File: config.mk
export PLATFORM = sky130hd
export DESIGN_NAME = smb_host_regs
export DESIGN_NICKNAME = d
export VERILOG_FILES = /design/src/rtl/smb_host_regs.sv
export SDC_FILE = /design/constraint.sdc
export NUM_CORES = 1
export LEC_CHECK = 0
export ABC_AREA = 0
export BUFFER_PORTS_ARGS = -buffer_cell sky130_fd_sc_hd__buf_4
export CAP_MARGIN = 40
export CORE_MARGIN = 3
export CORE_UTILIZATION = 55
export CTS_BUF_LIST = sky130_fd_sc_hd__clkbuf_2 sky130_fd_sc_hd__clkbuf_4 sky130_fd_sc_hd__clkbuf_8
export DETAILED_ROUTE_END_ITERATION = 7
export GPL_TIMING_DRIVEN = 0
export PLACE_DENSITY = 0.89
export SYNTH_ARGS = -nofsm -noshare
export SYNTH_HDL_FRONTEND = slang
export SYNTH_SLANG_ARGS = --single-unit
File: constraint.sdc
create_clock -name clk -period 2.4 [get_ports clk]
set_input_delay 0.12 -clock clk [delete_from_list [all_inputs] [get_ports clk]]
set_output_delay 0.12 -clock clk [all_outputs]
set_load 0.005 [all_outputs]
File: src/rtl/smb_host_regs.sv
module smb_host_regs #(
  parameter int AW = 4
) (
  input  logic          clk,
  input  logic          rst,
  input  logic          reg_wr,
  input  logic          reg_rd,
  input  logic [AW-1:0] reg_addr,
  input  logic [7:0]    reg_wdata,
  output logic [7:0]    reg_rdata,
  output logic          req_valid,
  output logic [2:0]    req_proto,
  output logic [6:0]    req_target,
  output logic          req_read,
  output logic [7:0]    req_cmd,
  output logic [15:0]   req_data,
  input  logic          rsp_valid,
  input  logic          rsp_err,
  input  logic [15:0]   rsp_data,
  output logic          irq
);
  localparam logic [AW-1:0] O_ST  = AW'(8'h00);
  localparam logic [AW-1:0] O_CTL = AW'(8'h02);
  localparam logic [AW-1:0] O_CMD = AW'(8'h03);
  localparam logic [AW-1:0] O_ADR = AW'(8'h04);
  localparam logic [AW-1:0] O_D0  = AW'(8'h05);
  localparam logic [AW-1:0] O_D1  = AW'(8'h06);
  localparam logic [AW-1:0] O_BLK = AW'(8'h07);
  localparam logic [AW-1:0] O_AUX = AW'(8'h0D);

  logic [7:0] st, ctl, cmd_r, adr_r, d0, d1, blk;
  logic [1:0] aux;
  logic [7:0] st_n;
  logic [2:0] run_proto;
  logic wr_st, wr_ctl, rd_st, start_w, run, bad, go, fail_issue, fire;

  assign wr_st   = reg_wr && reg_addr == O_ST;
  assign wr_ctl  = reg_wr && reg_addr == O_CTL;
  assign rd_st   = reg_rd && reg_addr == O_ST;
  assign start_w = wr_ctl && reg_wdata[6];
  assign run     = (start_w && reg_wdata[0]) || (rd_st && st[0]);
  assign run_proto = wr_ctl ? reg_wdata[4:2] : ctl[4:2];
  assign bad     = run_proto == 3'd5 || run_proto == 3'd7 || (run_proto == 3'd6 && !adr_r[0]);
  assign go         = run && !req_valid && !st[2] && !bad;
  assign fail_issue = run && !req_valid && !st[2] && bad;
  assign fire    = rsp_valid && req_valid;
  assign irq     = ctl[0] && |st[7:1];

  always_comb begin
    st_n = st;
    if (wr_st) st_n[7:1] = st[7:1] & ~reg_wdata[7:1];
    if (start_w && !reg_wdata[0] && !req_valid) st_n[0] = 1'b1;
    if (rd_st && st[0]) st_n[0] = 1'b0;
    if (fail_issue) st_n[2] = 1'b1;
    if (wr_ctl && reg_wdata[1]) begin
      st_n[4] = 1'b1;
      st_n[0] = 1'b0;
    end
    if (fire) begin
      if (rsp_err) st_n[2] = 1'b1;
      else         st_n[1] = 1'b1;
    end
  end

  always_comb begin
    case (reg_addr)
      O_ST:    reg_rdata = st;
      O_CTL:   reg_rdata = {3'b000, ctl[4:0]};
      O_CMD:   reg_rdata = cmd_r;
      O_ADR:   reg_rdata = adr_r;
      O_D0:    reg_rdata = d0;
      O_D1:    reg_rdata = d1;
      O_BLK:   reg_rdata = blk;
      O_AUX:   reg_rdata = {6'b0, aux};
      default: reg_rdata = 8'h00;
    endcase
  end

  always_ff @(posedge clk) begin
    if (rst) begin
      st <= '0; ctl <= '0; cmd_r <= '0; adr_r <= '0;
      d0 <= '0; d1 <= '0; blk <= '0; aux <= '0;
      req_valid <= 1'b0; req_proto <= '0; req_target <= '0;
      req_read <= 1'b0; req_cmd <= '0; req_data <= '0;
    end else begin
      st <= st_n;
      if (reg_wr) begin
        case (reg_addr)
          O_CTL: ctl   <= reg_wdata & 8'hBF;
          O_CMD: cmd_r <= reg_wdata;
          O_ADR: adr_r <= reg_wdata;
          O_D0:  d0    <= reg_wdata;
          O_D1:  d1    <= reg_wdata;
          O_BLK: blk   <= reg_wdata;
          O_AUX: aux   <= reg_wdata[1:0];
          default: ;
        endcase
      end
      if (go) begin
        req_valid  <= 1'b1;
        req_proto  <= run_proto;
        req_target <= adr_r[7:1];
        req_read   <= adr_r[0];
        req_cmd    <= cmd_r;
        req_data   <= {d1, d0};
      end
      if (fire) begin
        req_valid <= 1'b0;
        if (!rsp_err) begin
          if ((req_read && (req_proto == 3'd3)) || req_proto == 3'd4) begin
            d1 <= rsp_data[15:8];
            d0 <= rsp_data[7:0];
          end else if (req_read && (req_proto == 3'd1 || req_proto == 3'd2 || req_proto == 3'd6)) begin
            d0 <= rsp_data[7:0];
          end
        end
      end
    end
  end

  assert_busy_kept_R2: assert property (@(posedge clk) disable iff (rst)
    (wr_st && st[0]) |=> st[0]);
  assert_req_held_R4: assert property (@(posedge clk) disable iff (rst)
    (req_valid && !rsp_valid) |=> (req_valid && $stable(req_proto) && $stable(req_target)
                                   && $stable(req_cmd) && $stable(req_data)));
  assert_deverr_blocks_R6: assert property (@(posedge clk) disable iff (rst)
    (st[2] && !wr_st) |=> !$rose(req_valid));
  assert_err_rsp_R9: assert property (@(posedge clk) disable iff (rst)
    (fire && rsp_err) |=> (st[2] && $stable(d0) && $stable(d1)));
  assert_kill_R10: assert property (@(posedge clk) disable iff (rst)
    (wr_ctl && reg_wdata[1]) |=> (st[4] && !st[0]));
  assert_ctl_mask_R3: assert property (@(posedge clk) disable iff (rst)
    (reg_addr == O_CTL) |-> (reg_rdata[7:5] == 3'b000));
endmodule

==> flow_summary_export.csv <==
group,metric,value,unit
logic_synthesis,synth_warnings,0,
logic_synthesis,seq_area_frac_synth,43.5,%
placement,gpl.final_weighted_congestion,0.941,
run,max_cap_viol_count,0,
pwr,p_total,2810,uW
logic_synthesis,list_of_most_frequent_post_synthesis_cells,"sky130_fd_sc_hd__dfxtp_1 (91), sky130_fd_sc_hd__nand2_1 (71), sky130_fd_sc_hd__a21oi_1 (54), sky130_fd_sc_hd__nor2_1 (48), sky130_fd_sc_hd__mux2i_1 (36)",
logic_synthesis,dominantRegCellSynth,"sky130_fd_sc_hd__dfxtp_1",
pwr,pwr_density_cell,557,mW/mm2
drt,detailedRoute.firstPassIterationCount,5,
logic_synthesis,synth_cell_types,46,
global_routing,number_of_antenna_violations_at_the_first_check_in_global_routing,0,
worst_setup_path,critPathRequiredTime,2660,ps
finish,footprint_of_the_multi_input_gates,0.00214,mm2
sta,finalSetupTns,0,ps
logic_synthesis,post_synth.cell_area_avg,8.71,um2
clock_tree,cts_made_buffers,9,
logic_synthesis,syn_area,0.00419,mm2
worst_setup_path,cp-start-kind,"flop",
clock_tree,cts_tree,"yes",
sta,post_layout_minimum_cycle_time,2230,ps
floorplanning,core.rowCount,31,
floorplanning,floorplan.core_area,0.00733,mm2
sta,final_hold_viol_count,0,
global_routing,gr-total-overflow,0,
pwr,ir_drop,0.000294,V
sta,timing_worst_slew_pin_value,793,ps
clock_tree,clock_sinks,91,
status,run_status,"finished clean",
pwr,leakage,0.00202,uW
logic_synthesis,syn-instance-count,481,
placement,place_worst_setup_slack,153,ps
floorplanning,initial_utilization,57.2,%
worst_setup_path,path_class,"flop to flop",
clock_tree,post_cts_buffers,0,
finish,relative_area_change_from_synthesis_to_final_layout,20.4,%
worst_setup_path,critPathMaxFanout,10,
finish,post_route_cells_drive_above_1_share,19.0,%
clock_tree,clk_pin_slew,90,ps
sta,rsz0062_at_grt,"false",
sta,fin_skew,8.44,ps
logic_synthesis,postSynthNetCount,515,
global_routing,global_route_wire_length_before_repair,20.2,mm
sta,number_of_max_slew_violations_in_the_final_report,0,
global_routing,first_global_vias,3743,
finish,final_net_count,597,
drt,viasPerCell,6.22,
floorplanning,fp.dieH,93.3,um
sta,slew_headroom,46.8,%
logic_synthesis,synth_enable_flop_cells,0,
finish,utilization_after_layout,68.9,%
hold_path,hold_path_class,"input port to flop",
drt,routed-via-count,4144,
global_routing,grt_start_max_net_pins,16,
sta,timing.final.crit_share,92.8,%
drt,remaining_drc_errors,0,
clock_tree,cts_max_level,3,
sta,timing.final.setup_violations,0,
global_routing,global_route.usage.total,30.3,%
finish,fillCellCount,619,
logic_synthesis,netlist.top_cell.by_area,"sky130_fd_sc_hd__dfxtp_1",
worst_setup_path,critical_path_data_arrival_time,2490,ps
clock_tree,clockRootBuffer,"sky130_fd_sc_hd__clkbuf_8",
drt,routed_wire_length_per_instance,19.5,um
floorplanning,pin_count,79,
floorplanning,horizontal_extent_of_the_die,93.3,um
logic_synthesis,postSynthRegisterBits,91,
sta,maxClockFrequency,449,MHz
worst_setup_path,end_kind,"flop",
logic_synthesis,async_reset_ff_share,0,%
finish,antennaDiodeCount,0,
logic_synthesis,synth.top_cell.area_share,43.5,%
logic_synthesis,synth_top_cells_by_area,"sky130_fd_sc_hd__dfxtp_1 (43%), sky130_fd_sc_hd__mux2i_1 (8.6%), sky130_fd_sc_hd__a31o_1 (6.9%)",
clock_tree,clk_latency,360,ps
finish,final-seq-area,0.00182,mm2
sta,setup_ws,173,ps
placement,placement.io_buffers,71,
clock_tree,cts-root-to-sink-buffers,2,
placement,detailedPlacementHpwl,9.54,mm
drt,wirelength,13.0,mm
drt,drtIter0Drc,488,
floorplanning,fp.dieArea,0.00870,mm2
drt,ant_nets,0,
logic_synthesis,post-synth-top-count-cell,"sky130_fd_sc_hd__dfxtp_1",
[power by group]
group / internal (uW) / leakage (uW) / total [uW] / switching (uW)
registers: 1520 / 0.000734 / 1530 / 11.6
logic: 74.4 / 0.00120 / 212 / 138
clock network: 508 / 0.0000910 / 1070 / 560
[registers in the layout, indices dropped and copies added, names as in the netlist]
signal / count
aux: 2
req_valid: 1
d1: 8
req_target: 7
blk: 8
d0: 8
req_proto: 3
ctl: 5
st: 8
adr_r: 8
cmd_r: 8
req_cmd: 8
req_data: 16
req_read: 1
[layout by cell type, fill, tap and decap left out, types with 4 or more instances in the layout]
master                     instances
sky130_fd_sc_hd__dfxtp_1          91
sky130_fd_sc_hd__buf_4            74
sky130_fd_sc_hd__nand2_1          71
sky130_fd_sc_hd__a21oi_1          54
sky130_fd_sc_hd__nor2_1           48
sky130_fd_sc_hd__mux2i_1          36
sky130_fd_sc_hd__a31o_1           33
sky130_fd_sc_hd__clkbuf_1         31
sky130_fd_sc_hd__nand3_1          17
sky130_fd_sc_hd__a211oi_1         10
sky130_fd_sc_hd__clkbuf_8         10
sky130_fd_sc_hd__a311oi_1          8
sky130_fd_sc_hd__nor2b_1           5
sky130_fd_sc_hd__a221oi_1          5
sky130_fd_sc_hd__o21ai_0           5
sky130_fd_sc_hd__buf_6             5
sky130_fd_sc_hd__a22oi_1           4
sky130_fd_sc_hd__nor4_1            4
sky130_fd_sc_hd__a31oi_1           4
[per-stage QoR]
stage                     instance area (um2)  instances  hold WS (ps)
after floorplan                          4190        481           207
after detailed placement                 4850        651           398
after global routing                     5050        666          9.02
after global placement                   4850        651           395
final                                    5050        666          25.8
after CTS                                5050        666          13.1
[metal layers]
layer	wire (um)	track usage, %	up-vias
li1	-	-	1907
met1	5430	40.8	1955
met2	5920	46.8	235
met3	1090	4.91	47
met4	571	15.3	0
met5	0	0	-
[logic make-up (layout without fill, tap and decap cells)]
| group | Yosys count | count (layout) | share of synthesized area, % |
|---|---|---|---|
| DFF | 91 | 91 | 43.5 |
| AOI/OAI and AO/OA | 133 | 133 | 21.8 |
| and+or+nand+nor | 169 | 169 | 18.4 |
| muxes | 42 | 42 | 11.0 |
| buffers and inverters | 46 | 132 | 5.37 |
[area by class of cell]
cell class	instances	share of cell area, %
clock buffers	10	2.73
well taps	99	2.45
plain buffers	45	4.41
flip-flops and latches	91	36.1
multi-input cells	344	42.5
repair buffers	71	10.6
clock inverters	5	1.21
inverters	1	0.0743
[what timing repair did]
item,in CTS,in global routing
hold buffers,0,0
resized for setup,0,2
setup endpoints to repair,0,3
[final timing paths]
| check | endpoint | slack (ps) | from | cells after the start |
|---|---|---|---|---|
| min | st[7] | 30 | reg_wdata[7] | 2 |
| max reg2reg | req_data[9] | 170 | st[0] | 7 |
| max | req_data[9] | 170 | st[0] | 7 |
| min reg2reg | ctl[1] | 460 | ctl[1] | 2 |
[critical path, cell delays in order (launching register included)]
cell and delay, ps:
sky130_fd_sc_hd__dfxtp_1 380, sky130_fd_sc_hd__nand2_1 70, sky130_fd_sc_hd__nor4b_1 400, sky130_fd_sc_hd__a31oi_1 140, sky130_fd_sc_hd__nor3_4 390, sky130_fd_sc_hd__clkbuf_1 410, sky130_fd_sc_hd__a21oi_1 130, sky130_fd_sc_hd__a31o_1 210
No activity file was read; power rests on OpenSTA's default activity.
